===== config.mk =====
export PLATFORM = sky130hd
export DESIGN_NAME = addr_gen_unit
export DESIGN_NICKNAME = d
export VERILOG_FILES = /design/src/rtl/agu_pkg.sv /design/src/rtl/agu_ctrl.sv /design/src/rtl/agu_datapath.sv /design/src/rtl/addr_gen_unit.sv
export SDC_FILE = /design/constraint.sdc
export NUM_CORES = 1
export LEC_CHECK = 0
export ABC_AREA = 1
export BUFFER_PORTS_ARGS = -buffer_cell sky130_fd_sc_hd__buf_2
export CORE_MARGIN = 2
export CORE_UTILIZATION = 48
export DETAILED_ROUTE_END_ITERATION = 8
export PLACE_DENSITY = 0.77
export RECOVER_POWER = 100
export SLEW_MARGIN = 15
export SYNTH_ARGS = -nofsm -noshare
export SYNTH_HDL_FRONTEND = slang
export SYNTH_SLANG_ARGS = --single-unit

===== constraint.sdc =====
create_clock -name clk -period 3.2 [get_ports clk]
set_clock_uncertainty 0.1 [all_clocks]
set_input_delay 0.64 -clock clk [delete_from_list [all_inputs] [get_ports clk]]
set_output_delay 0.64 -clock clk [all_outputs]
set_load 0.01 [all_outputs]

===== src/rtl/agu_pkg.sv =====
package agu_pkg;

  typedef enum logic [1:0] {
    MODE_IMM    = 2'd0,
    MODE_BASE   = 2'd1,
    MODE_DISP   = 2'd2,
    MODE_STRIDE = 2'd3
  } aguMode_e;

  typedef enum logic [1:0] {
    MEM_SCR0 = 2'd0,
    MEM_SCR1 = 2'd1,
    MEM_IN   = 2'd2,
    MEM_OUT  = 2'd3
  } aguMem_e;

  typedef struct packed {
    logic outImm;
    logic outSum;
    logic addStride;
    logic bumpBase;
    logic ldBase;
    logic ldStride;
    logic ldFromPu;
    logic wideMem;
  } aguStrobe_t;

endpackage


===== src/rtl/agu_ctrl.sv =====
module agu_ctrl
  import agu_pkg::*;
(
  input  logic       clk,
  input  logic       rstN,
  input  logic [1:0] ucMode,
  input  logic       ucAccess,
  input  logic       ucWrite,
  input  logic [1:0] ucMemSel,
  input  logic       ucLdBase,
  input  logic       ucLdStride,
  input  logic       ucLdSrcPu,
  output aguStrobe_t strb,
  output logic [1:0] memSelOut,
  output logic       rdEn,
  output logic       wrEn
);

  aguMode_e modeE;
  assign modeE = aguMode_e'(ucMode);

  always_comb begin
    strb           = '0;
    strb.ldBase    = ucLdBase;
    strb.ldStride  = ucLdStride;
    strb.ldFromPu  = ucLdSrcPu;
    strb.wideMem   = (aguMem_e'(ucMemSel) == MEM_IN);
    unique case (modeE)
      MODE_IMM:    strb.outImm = 1'b1;
      MODE_BASE:   ;
      MODE_DISP:   strb.outSum = 1'b1;
      MODE_STRIDE: begin
        strb.addStride = 1'b1;
        strb.bumpBase  = ucAccess;
      end
      default: ;
    endcase
  end

  assign memSelOut = ucMemSel;
  assign rdEn      = ucAccess & ~ucWrite;
  assign wrEn      = ucAccess & ucWrite;

  AST_RW_EXCL: assert property (@(posedge clk) disable iff (!rstN)
    !(rdEn && wrEn));

  AST_IDLE_QUIET: assert property (@(posedge clk) disable iff (!rstN)
    !ucAccess |-> (!rdEn && !wrEn && !strb.bumpBase));

endmodule


===== src/rtl/agu_datapath.sv =====
module agu_datapath
  import agu_pkg::*;
#(
  parameter int DATA_W   = 16,
  parameter int ADDR_W   = 11,
  parameter int NARROW_W = 10
) (
  input  logic              clk,
  input  logic              rstN,
  input  aguStrobe_t        strb,
  input  logic [ADDR_W-1:0] imm,
  input  logic [DATA_W-1:0] puData,
  output logic [ADDR_W-1:0] addr,
  output logic [ADDR_W-1:0] baseVal,
  output logic [ADDR_W-1:0] strideVal
);

  localparam logic [ADDR_W-1:0] WIDE_MASK   = '1;
  localparam logic [ADDR_W-1:0] NARROW_MASK =
    {{(ADDR_W-NARROW_W){1'b0}}, {NARROW_W{1'b1}}};

  logic [ADDR_W-1:0] baseQ, strideQ;
  logic [ADDR_W-1:0] puAddr, loadVal, adderB, sum, rawAddr, depthMask;

  generate
    if (DATA_W >= ADDR_W) begin : g_slice
      assign puAddr = puData[ADDR_W-1:0];
    end else begin : g_extend
      assign puAddr = {{(ADDR_W-DATA_W){1'b0}}, puData};
    end
  endgenerate

  assign loadVal   = strb.ldFromPu ? puAddr : imm;
  assign adderB    = strb.addStride ? strideQ : imm;
  assign sum       = baseQ + adderB;
  assign rawAddr   = strb.outImm ? imm : (strb.outSum ? sum : baseQ);
  assign depthMask = strb.wideMem ? WIDE_MASK : NARROW_MASK;
  assign addr      = rawAddr & depthMask;

  always_ff @(posedge clk or negedge rstN) begin
    if (!rstN) begin
      baseQ   <= '0;
      strideQ <= '0;
    end else begin
      if (strb.ldBase)        baseQ <= loadVal;
      else if (strb.bumpBase) baseQ <= sum;
      if (strb.ldStride)      strideQ <= loadVal;
    end
  end

  assign baseVal   = baseQ;
  assign strideVal = strideQ;

  AST_STRIDE_HOLD: assert property (@(posedge clk) disable iff (!rstN)
    !strb.ldStride |=> $stable(strideQ));

endmodule


===== src/rtl/addr_gen_unit.sv =====
module addr_gen_unit
  import agu_pkg::*;
#(
  parameter int DATA_W   = 16,
  parameter int ADDR_W   = 11,
  parameter int NARROW_W = 10
) (
  input  logic              clk,
  input  logic              rstN,
  input  logic              ucAccess,
  input  logic              ucWrite,
  input  logic [1:0]        ucMemSel,
  input  logic [1:0]        ucMode,
  input  logic [ADDR_W-1:0] ucImm,
  input  logic              ucLdBase,
  input  logic              ucLdStride,
  input  logic              ucLdSrcPu,
  input  logic [DATA_W-1:0] puData,
  output logic [ADDR_W-1:0] addrOut,
  output logic [1:0]        memSelOut,
  output logic              rdEn,
  output logic              wrEn
);

  aguStrobe_t        strb;
  logic [ADDR_W-1:0] baseVal, strideVal;

  agu_ctrl u_ctrl (
    .clk       (clk),
    .rstN      (rstN),
    .ucMode    (ucMode),
    .ucAccess  (ucAccess),
    .ucWrite   (ucWrite),
    .ucMemSel  (ucMemSel),
    .ucLdBase  (ucLdBase),
    .ucLdStride(ucLdStride),
    .ucLdSrcPu (ucLdSrcPu),
    .strb      (strb),
    .memSelOut (memSelOut),
    .rdEn      (rdEn),
    .wrEn      (wrEn)
  );

  agu_datapath #(
    .DATA_W  (DATA_W),
    .ADDR_W  (ADDR_W),
    .NARROW_W(NARROW_W)
  ) u_dp (
    .clk      (clk),
    .rstN     (rstN),
    .strb     (strb),
    .imm      (ucImm),
    .puData   (puData),
    .addr     (addrOut),
    .baseVal  (baseVal),
    .strideVal(strideVal)
  );

  AST_STRIDE_BUMP: assert property (@(posedge clk) disable iff (!rstN)
    (ucMode == MODE_STRIDE && ucAccess && !ucLdBase)
      |=> baseVal == $past(baseVal + strideVal));

  AST_BASE_IDLE: assert property (@(posedge clk) disable iff (!rstN)
    (!ucAccess && !ucLdBase) |=> $stable(baseVal));

  AST_LOAD_WINS: assert property (@(posedge clk) disable iff (!rstN)
    (ucLdBase && !ucLdSrcPu) |=> baseVal == $past(ucImm));

  AST_NARROW_RANGE: assert property (@(posedge clk) disable iff (!rstN)
    (ucMemSel != MEM_IN) |-> addrOut[ADDR_W-1:NARROW_W] == '0);

  AST_IMM_WIDE: assert property (@(posedge clk) disable iff (!rstN)
    (ucMode == MODE_IMM && ucMemSel == MEM_IN) |-> addrOut == ucImm);

  AST_DISP_KEEP: assert property (@(posedge clk) disable iff (!rstN)
    (ucMode == MODE_DISP && !ucLdBase) |=> $stable(baseVal));

endmodule


==> results.sh, run 1 <==
export IMPL_status="finished clean"
export IMPL_port_buffers=47
export IMPL_synth_top_area_share_pct=28.35
export IMPL_yosys_area_top_type="dfrtp_1"
export IMPL_path_cells="buf_6, nand2_4, inv_6, buf_6, nand2_1, o21ai_1, ha_1, nand2_2, a21oi_1, nor2_1, nand3_1, nand2_2, nand3_2, a21oi_2, buf_2"
export IMPL_drt_total_wl_mm=5.760
export IMPL_syn_area_um2=1942
export IMPL_finalSetupViolations=0
export IMPL_synth_area_per_cell_um2=6.696
export IMPL_mostFrequentLayoutCells="nand2_1 (89), buf_2 (40), inv_1 (30)"
export IMPL_cts_buffers=3
export IMPL_gp_congestion=0.9571
export IMPL_yosysUniqueCellTypes=31
export IMPL_grt_max_degree=23
export IMPL_cap_violations=0
export IMPL_cp_max_fo=8
export IMPL_clk_pin_slew_ps=90
export IMPL_ys_flop_type="dfrtp_1"
export IMPL_grt_pass1_wl_mm=8.611
export IMPL_grt_usage_pct=24.93
export IMPL_hold_depth=2
export IMPL_final_max_slew_violation_count=0
export IMPL_final_common_cell="nand2_1"
export IMPL_ys_ff_latch=22
export IMPL_synth_top_cells_by_area="dfrtp_1 (28%), nand2_1 (19%), ha_1 (7.1%), inv_1 (6.4%), nand3_1 (5.4%)"
export IMPL_die_area_um2=4570
export IMPL_htreeDepth=1
export IMPL_dieHeight_um=67.61
export IMPL_final_hold_violation_count=0
export IMPL_die_width_um=67.61
export IMPL_yosys_warnings=0
export IMPL_hold_slack_ps=390.5
export IMPL_clock_sinks=22
export IMPL_crit_path_start_kind="input port"
export IMPL_min_path_type="reg2reg"
export IMPL_final_antenna_net_count=0
export IMPL_first_pass_iters=5
export IMPL_row_count=23
export IMPL_powerDensity_nw_per_um2=428.3
export IMPL_tightestPinTransition_ps=1206
export IMPL_ios=53
export IMPL_areaGrowthSynthToFinish_pct=31.57
export IMPL_rr_worst_depth=14
export IMPL_async_flop_share_pct=100.0
export IMPL_cts_hold_buf=0
export IMPL_cp_data_required_time_ps=2460
export IMPL_cp_slowest_cell="ha_1"
export IMPL_drive_gt1_share_pct=31.32
export IMPL_cts_tree="yes"
export IMPL_n_antenna_cell=0
export IMPL_start_util_pct=49.25
export IMPL_place_hpwl_mm=4.056
export IMPL_drt_wirelength_per_cell_um=14.47
export IMPL_core_um2=3943
export IMPL_slowest_delay_ps=370
export IMPL_vias=2178
export IMPL_synth_edf_count=0
export IMPL_hp_start="u_dp.strideVal[2]"
export IMPL_fin_crit_ps=3122
export IMPL_min_to="u_dp.strideVal[2]"
export IMPL_irDropWorstVdd_mv=0.1921
export IMPL_rrSetupSlack_ps=1100
export IMPL_overflow=0
export IMPL_fillers=329
export IMPL_initialDrtViolationCount=147
export IMPL_clockBufferDepth=2
export IMPL_ys_seq_area_share_pct=28.35
export IMPL_critPathArrivalTime_ps=2380
export IMPL_max_freq_mhz=320.3
export IMPL_r2r_end="u_dp.baseVal[8]"
export IMPL_avgViaCountPerCell=5.472
export IMPL_p_leak_nw=1.345
export IMPL_critPathKind="in2out"
export IMPL_clock_latency_ps=280
export IMPL_slew_headroom_pct=19.61
export IMPL_cp_end_kind="primary output"
export IMPL_clockRootBuffer="clkbuf_8"
export IMPL_fin_crit_sh_pct=97.56
export IMPL_syn_nets=340
export IMPL_grt_pass1_vias=1965
export IMPL_syn_inst=290
export IMPL_utilization_pct=64.80
export IMPL_drc_errors=0
export IMPL_rr_startpoint="u_dp.strideVal[0]"
export IMPL_nNetsFinal=399
export IMPL_grt_antenna_before_repair=0
==> worst max path at each step <==
| stage | startpoint | endpoint | slack (ps) | depth (start not counted) |
|---|---|---|---|---|
| floorplan | ucMode[0] | addrOut[10] | 3 | 15 |
| global placement | ucMode[0] | addrOut[10] | -40 | 16 |
| detailed placement | ucMode[0] | addrOut[8] | -70 | 17 |
| CTS | ucMode[0] | addrOut[7] | 3 | 15 |
| global route | ucMode[1] | addrOut[8] | -20 | 16 |
| finish | ucMode[1] | addrOut[10] | 80 | 15 |
==> synth_stat cells (all sizes together) (2+ instances only) <==
cell / count
nand2: 101
inv: 33
dfrtp: 22
nand3: 22
o21ai: 21
nor2: 18
a21oi: 11
ha: 11
a22oi: 9
buf: 7
clkbuf: 6
mux2i: 6
or2: 4
o211ai: 3
o221ai: 3
a21o: 2
nand4: 2
o31ai: 2
xnor2: 2
xor2: 2
==> stage by stage <==
step           setup slack [ps]  area (um2)  power, mW  instances  TNS [ps]
3_5_place_dp             -74.59        2292     0.7821        390    -227.6
3_3_place_gp             -43.81        2292     0.7710        390    -127.9
2_1_floorplan             3.180        1951     0.6290        290         0
4_1_cts                   2.997        2360      1.000        394         0
6_report                  78.12        2555      1.094        398         0
5_1_grt                  -24.54        2555      1.162        398    -47.89
==> flip-flops by register name (all words and copies together) (netlist names) <==
register / count
u_dp.strideVal: 11
u_dp.baseVal: 11
==> metal layers <==
| metal | GRT usage [%] | vias up | wire, um |
|---|---|---|---|
| met3 | 2.667 | 13 | 384 |
| met2 | 39.34 | 100 | 2730 |
| met4 | 9.694 | 0 | 135 |
| met1 | 34.81 | 1005 | 2509 |
| met5 | 0 | - | 0 |
| li1 | - | 1060 | - |
==> area by class of cell <==
class	instances	area [um2]	share of cell area, %
inverter	33	128.9	5.044
clock buffer	4	55.05	2.155
multi-input combinational	222	1359	53.18
sequential	22	550.5	21.55
timing repair buffer	67	399.1	15.62
tap	50	62.56	2.449
==> logic make-up (layout without fill, tap and decap cells) <==
| kind of cell | after synthesis | after routing | synth area share [%] |
|---|---|---|---|
| xor gates and xnor gates | 4 | 4 | 1.804 |
| DFF | 22 | 22 | 28.35 |
| muxes | 6 | 6 | 3.093 |
| buffers and inverters | 46 | 104 | 10.24 |
| and+or+nand+nor | 147 | 147 | 31.38 |
| AOI/OAI and AO/OA | 53 | 53 | 17.01 |
| adders and majority gates | 12 | 12 | 8.118 |
==> critical path: cells and delay by family <==
kind	cells	cell delay [ps]
simple gates	7	720
buf+inv	4	420
fa+ha+maj	1	370
compound gates	3	210
==> timing repair <==
item,4_1_cts,5_1_grt
buffers inserted,0,4
setup endpoints to repair,4,9
gates resized for setup,4,44
pin swaps,0,16
==> power by group <==
part | total (mW) | switching [mW] | internal (mW)
Sequential | 0.346 | 0.0337 | 0.312
Combinational | 0.532 | 0.297 | 0.235
Clock | 0.217 | 0.107 | 0.110
Total | 1.09 | 0.438 | 0.657
(Power assumes the default switching activity.)
==> run 2: changes to the inputs <==
--- a/config.mk
+++ b/config.mk
@@ -5,7 +5,6 @@
 export SDC_FILE = /design/constraint.sdc
 export NUM_CORES = 1
 export LEC_CHECK = 0
-export ABC_AREA = 1
 export BUFFER_PORTS_ARGS = -buffer_cell sky130_fd_sc_hd__buf_2
 export CORE_MARGIN = 2
 export CORE_UTILIZATION = 48
==> run 2 against run 1 <==
Net effect:
- the run now ends with negative setup slack left
- flip-flop and latch count unchanged
- sequential share of layout area is 1.4 points lower
- worst hold slack gained 25 ps
- non-clock buffer count up 11
- die area rose by 1.8%
- power increased by 3.9%
- routed wire length decreased by 1.8%
- area after synthesis is 1.9% higher
- critical path depth is 2 lower
- critical path type unchanged
- largest power group unchanged
- highest routed layer unchanged
==> results.sh, run 2 <==
export IMPL_die_area_um2=4653
export IMPL_cts_tree="yes"
export IMPL_clkPwrFrac_pct=16.3
export IMPL_dieHeight_um=68.22
export IMPL_cp_data_required_time_ps=2460
export IMPL_areaGrowthSynthToFinish_pct=37.93
export IMPL_p_int_mw=0.7003
export IMPL_clock_sinks=22
export IMPL_grt_pass1_vias=1899
export IMPL_synth_commonest_cells="a21oi_1 (25), dfrtp_1 (22), nand2_1 (20), mux2i_1 (18), nor2_1 (18)"
export IMPL_final_common_cell="buf_2"
export IMPL_synth_top_cells_by_area="dfrtp_1 (28%), mux2i_1 (9.1%), ha_1 (7.0%), mux2_2 (6.8%), a21oi_1 (6.3%)"
export IMPL_cts_buffers=3
export IMPL_failed_checks="negative setup slack"
export IMPL_rsz0062_at_grt="true"
export IMPL_irDropWorstVdd_mv=0.1700
export IMPL_clk_pin_slew_ps=80
export IMPL_drive_gt1_share_pct=39.39
export IMPL_row_count=23
export IMPL_cap_violations=0
export IMPL_final_antenna_net_count=0
export IMPL_hp_start="u_dp.strideVal[9]"
export IMPL_place_hpwl_mm=3.941
export IMPL_yosysMostFrequentCell="a21oi_1"
export IMPL_final_hold_violation_count=0
export IMPL_initialDrtViolationCount=89
export IMPL_fin_crit_sh_pct=111.0
export IMPL_drt_wirelength_per_cell_um=16.30
export IMPL_status="complete, but fails checks"
export IMPL_ys_ff_latch=22
export IMPL_fin_crit_ps=3553
export IMPL_drt_total_wl_mm=5.655
export IMPL_synth_area_per_cell_um2=8.569
export IMPL_clockBufferDepth=2
export IMPL_first_pass_iters=4
export IMPL_nNetsFinal=349
export IMPL_yosys_area_top_type="dfrtp_1"
export IMPL_critPathArrivalTime_ps=2810
export IMPL_synth_edf_count=0
export IMPL_max_freq_mhz=281.4
export IMPL_die_width_um=68.22
export IMPL_yosys_warnings=0
export IMPL_overflow=0
export IMPL_syn_inst=231
export IMPL_critPathKind="in2out"
export IMPL_ios=53
export IMPL_ys_flop_type="dfrtp_1"
export IMPL_start_util_pct=49.84
export IMPL_n_antenna_cell=0
export IMPL_cp_startpoint="ucMode[0]"
export IMPL_finalSetupViolations=7
export IMPL_p_comb_share_pct=53.5
export IMPL_ys_seq_area_share_pct=27.81
export IMPL_grt_antenna_before_repair=0
export IMPL_mostFrequentLayoutCells="buf_2 (35), buf_4 (27), dfrtp_1 (22)"
export IMPL_crit_path_start_kind="input port"
export IMPL_cp_max_fo=7
export IMPL_core_um2=3971
export IMPL_yosysUniqueCellTypes=48
export IMPL_avgViaCountPerCell=5.813
export IMPL_fillers=324
export IMPL_async_flop_share_pct=100.0
export IMPL_port_buffers=47
export IMPL_htreeDepth=1
export IMPL_min_path_type="reg2reg"
export IMPL_rr_startpoint="u_dp.strideVal[0]"
export IMPL_grt_pass1_wl_mm=8.935
export IMPL_syn_area_um2=1979
export IMPL_clock_latency_ps=280
export IMPL_slew_headroom_pct=15.78
export IMPL_pre_cts_ws_ps=-471.6
export IMPL_tightestPinTransition_ps=1263
export IMPL_grt_max_degree=28
export IMPL_setup_ws_ps=-353.3
export IMPL_syn_nets=281
export IMPL_power_mw=1.137
export IMPL_p_sw_share_pct=38.42
export IMPL_powerDensity_nw_per_um2=416.6
export IMPL_clockRootBuffer="clkbuf_8"
export IMPL_power_frac_seq_pct=30.2
export IMPL_synth_top_area_share_pct=27.81
export IMPL_switchingPower_mw=0.4369
export IMPL_p_leak_nw=1.220
export IMPL_vias=2017
export IMPL_grt_usage_pct=26.38
export IMPL_final_max_slew_violation_count=0
export IMPL_drc_errors=0
export IMPL_cp_end_kind="primary output"
export IMPL_gp_congestion=0.8586
export IMPL_cts_hold_buf=0
-- run 2: cell count changes in the layout (fill, tap and decap cells not counted), sizes merged, moves of 6 or more --
cell | before | now
mux2i | 6 | 19
buf | 62 | 69
inv | 33 | 8
mux2 | 0 | 12
a21oi | 11 | 25
and3 | 0 | 6
nand3 | 22 | 7
o21ai | 21 | 14
nand2 | 101 | 21
-- run 2: power by group through the flow --
stage                     Sequential [mW]  Combinational, mW  Clock, mW
after CTS                           0.343              0.592      0.185
final                               0.344              0.608      0.185
after floorplan                     0.340              0.361          0
after global routing                0.348              0.663      0.196
after global placement              0.345              0.513          0
after detailed placement            0.346              0.532          0
-- run 2: area by class of cell --
cell class,instances,area [um2],share of cell area (%)
Sequential cell,22,550.5,20.16
Timing Repair Buffer,78,498.0,18.24
Clock buffer,3,41.29,1.512
Tap cell,50,62.56,2.291
Multi-Input combinational cell,186,1548,56.69
Inverter,8,30.03,1.100
-- run 2: worst paths after layout --
path,slack [ps],to,cells past startpoint
worst min register to register,420,u_dp.strideVal[9],1
worst min-delay path,420,u_dp.strideVal[9],1
max in group asynchronous,1740,u_dp.strideVal[1],1
min in group asynchronous,510,u_dp.strideVal[7],1
worst max-delay path,-350,addrOut[10],13
worst max register to register,760,u_dp.baseVal[8],10
-- run 2: logic make-up after synthesis --
| kind of cell | synth area share (%) |
|---|---|
| buffers and inverters | 5.373 |
| XOR/XNOR | 2.655 |
| AND/OR/NAND/NOR | 19.28 |
| AO/OA/AOI/OAI | 19.85 |
| adder cells (fa/ha/maj) | 7.965 |
| flip-flops | 27.81 |
| multiplexers | 17.07 |
-- run 2: what timing repair did --
action                                  4_1_cts  5_1_grt
buffers inserted                              3        1
hold endpoints to repair                      0        0
gates resized for setup                      26        6
endpoints found under the setup margin        7        9
pin swaps                                    21        4
-- run 2: critical path, stage by stage --
cell and delay (ps):
buf_8 110, nand2_8 110, mux2_4 320, ha_4 160
inv_2 50, fa_2 220, nor2b_4 50, o21a_1 190
o2111ai_2 230, a21boi_2 90, or3_1 310, a31o_1 210
buf_2 130
-- run 2: through the flow --
step	std cells	cell area, um2	hold WS, ps	utilization (%)	setup TNS [ps]
2_1_floorplan	231	2145	244.4	-	-894.5
5_1_grt	347	2730	433.9	68.75	-2299
6_report	347	2730	415.8	68.75	-1597
3_5_place_dp	340	2540	395.3	63.96	-2091
4_1_cts	346	2725	245.6	68.62	-1321
3_3_place_gp	340	2540	391.1	63.96	-1805
-- run 2: layer usage --
metal / global-route usage, % / vias to the layer above / routed length (um)
met2: 44.90 / 56 / 2741
li1: - / 986 / -
met4: 13.75 / 0 / 185
met5: 0 / - / 0
met3: 3.618 / 13 / 215
met1: 32.22 / 962 / 2512
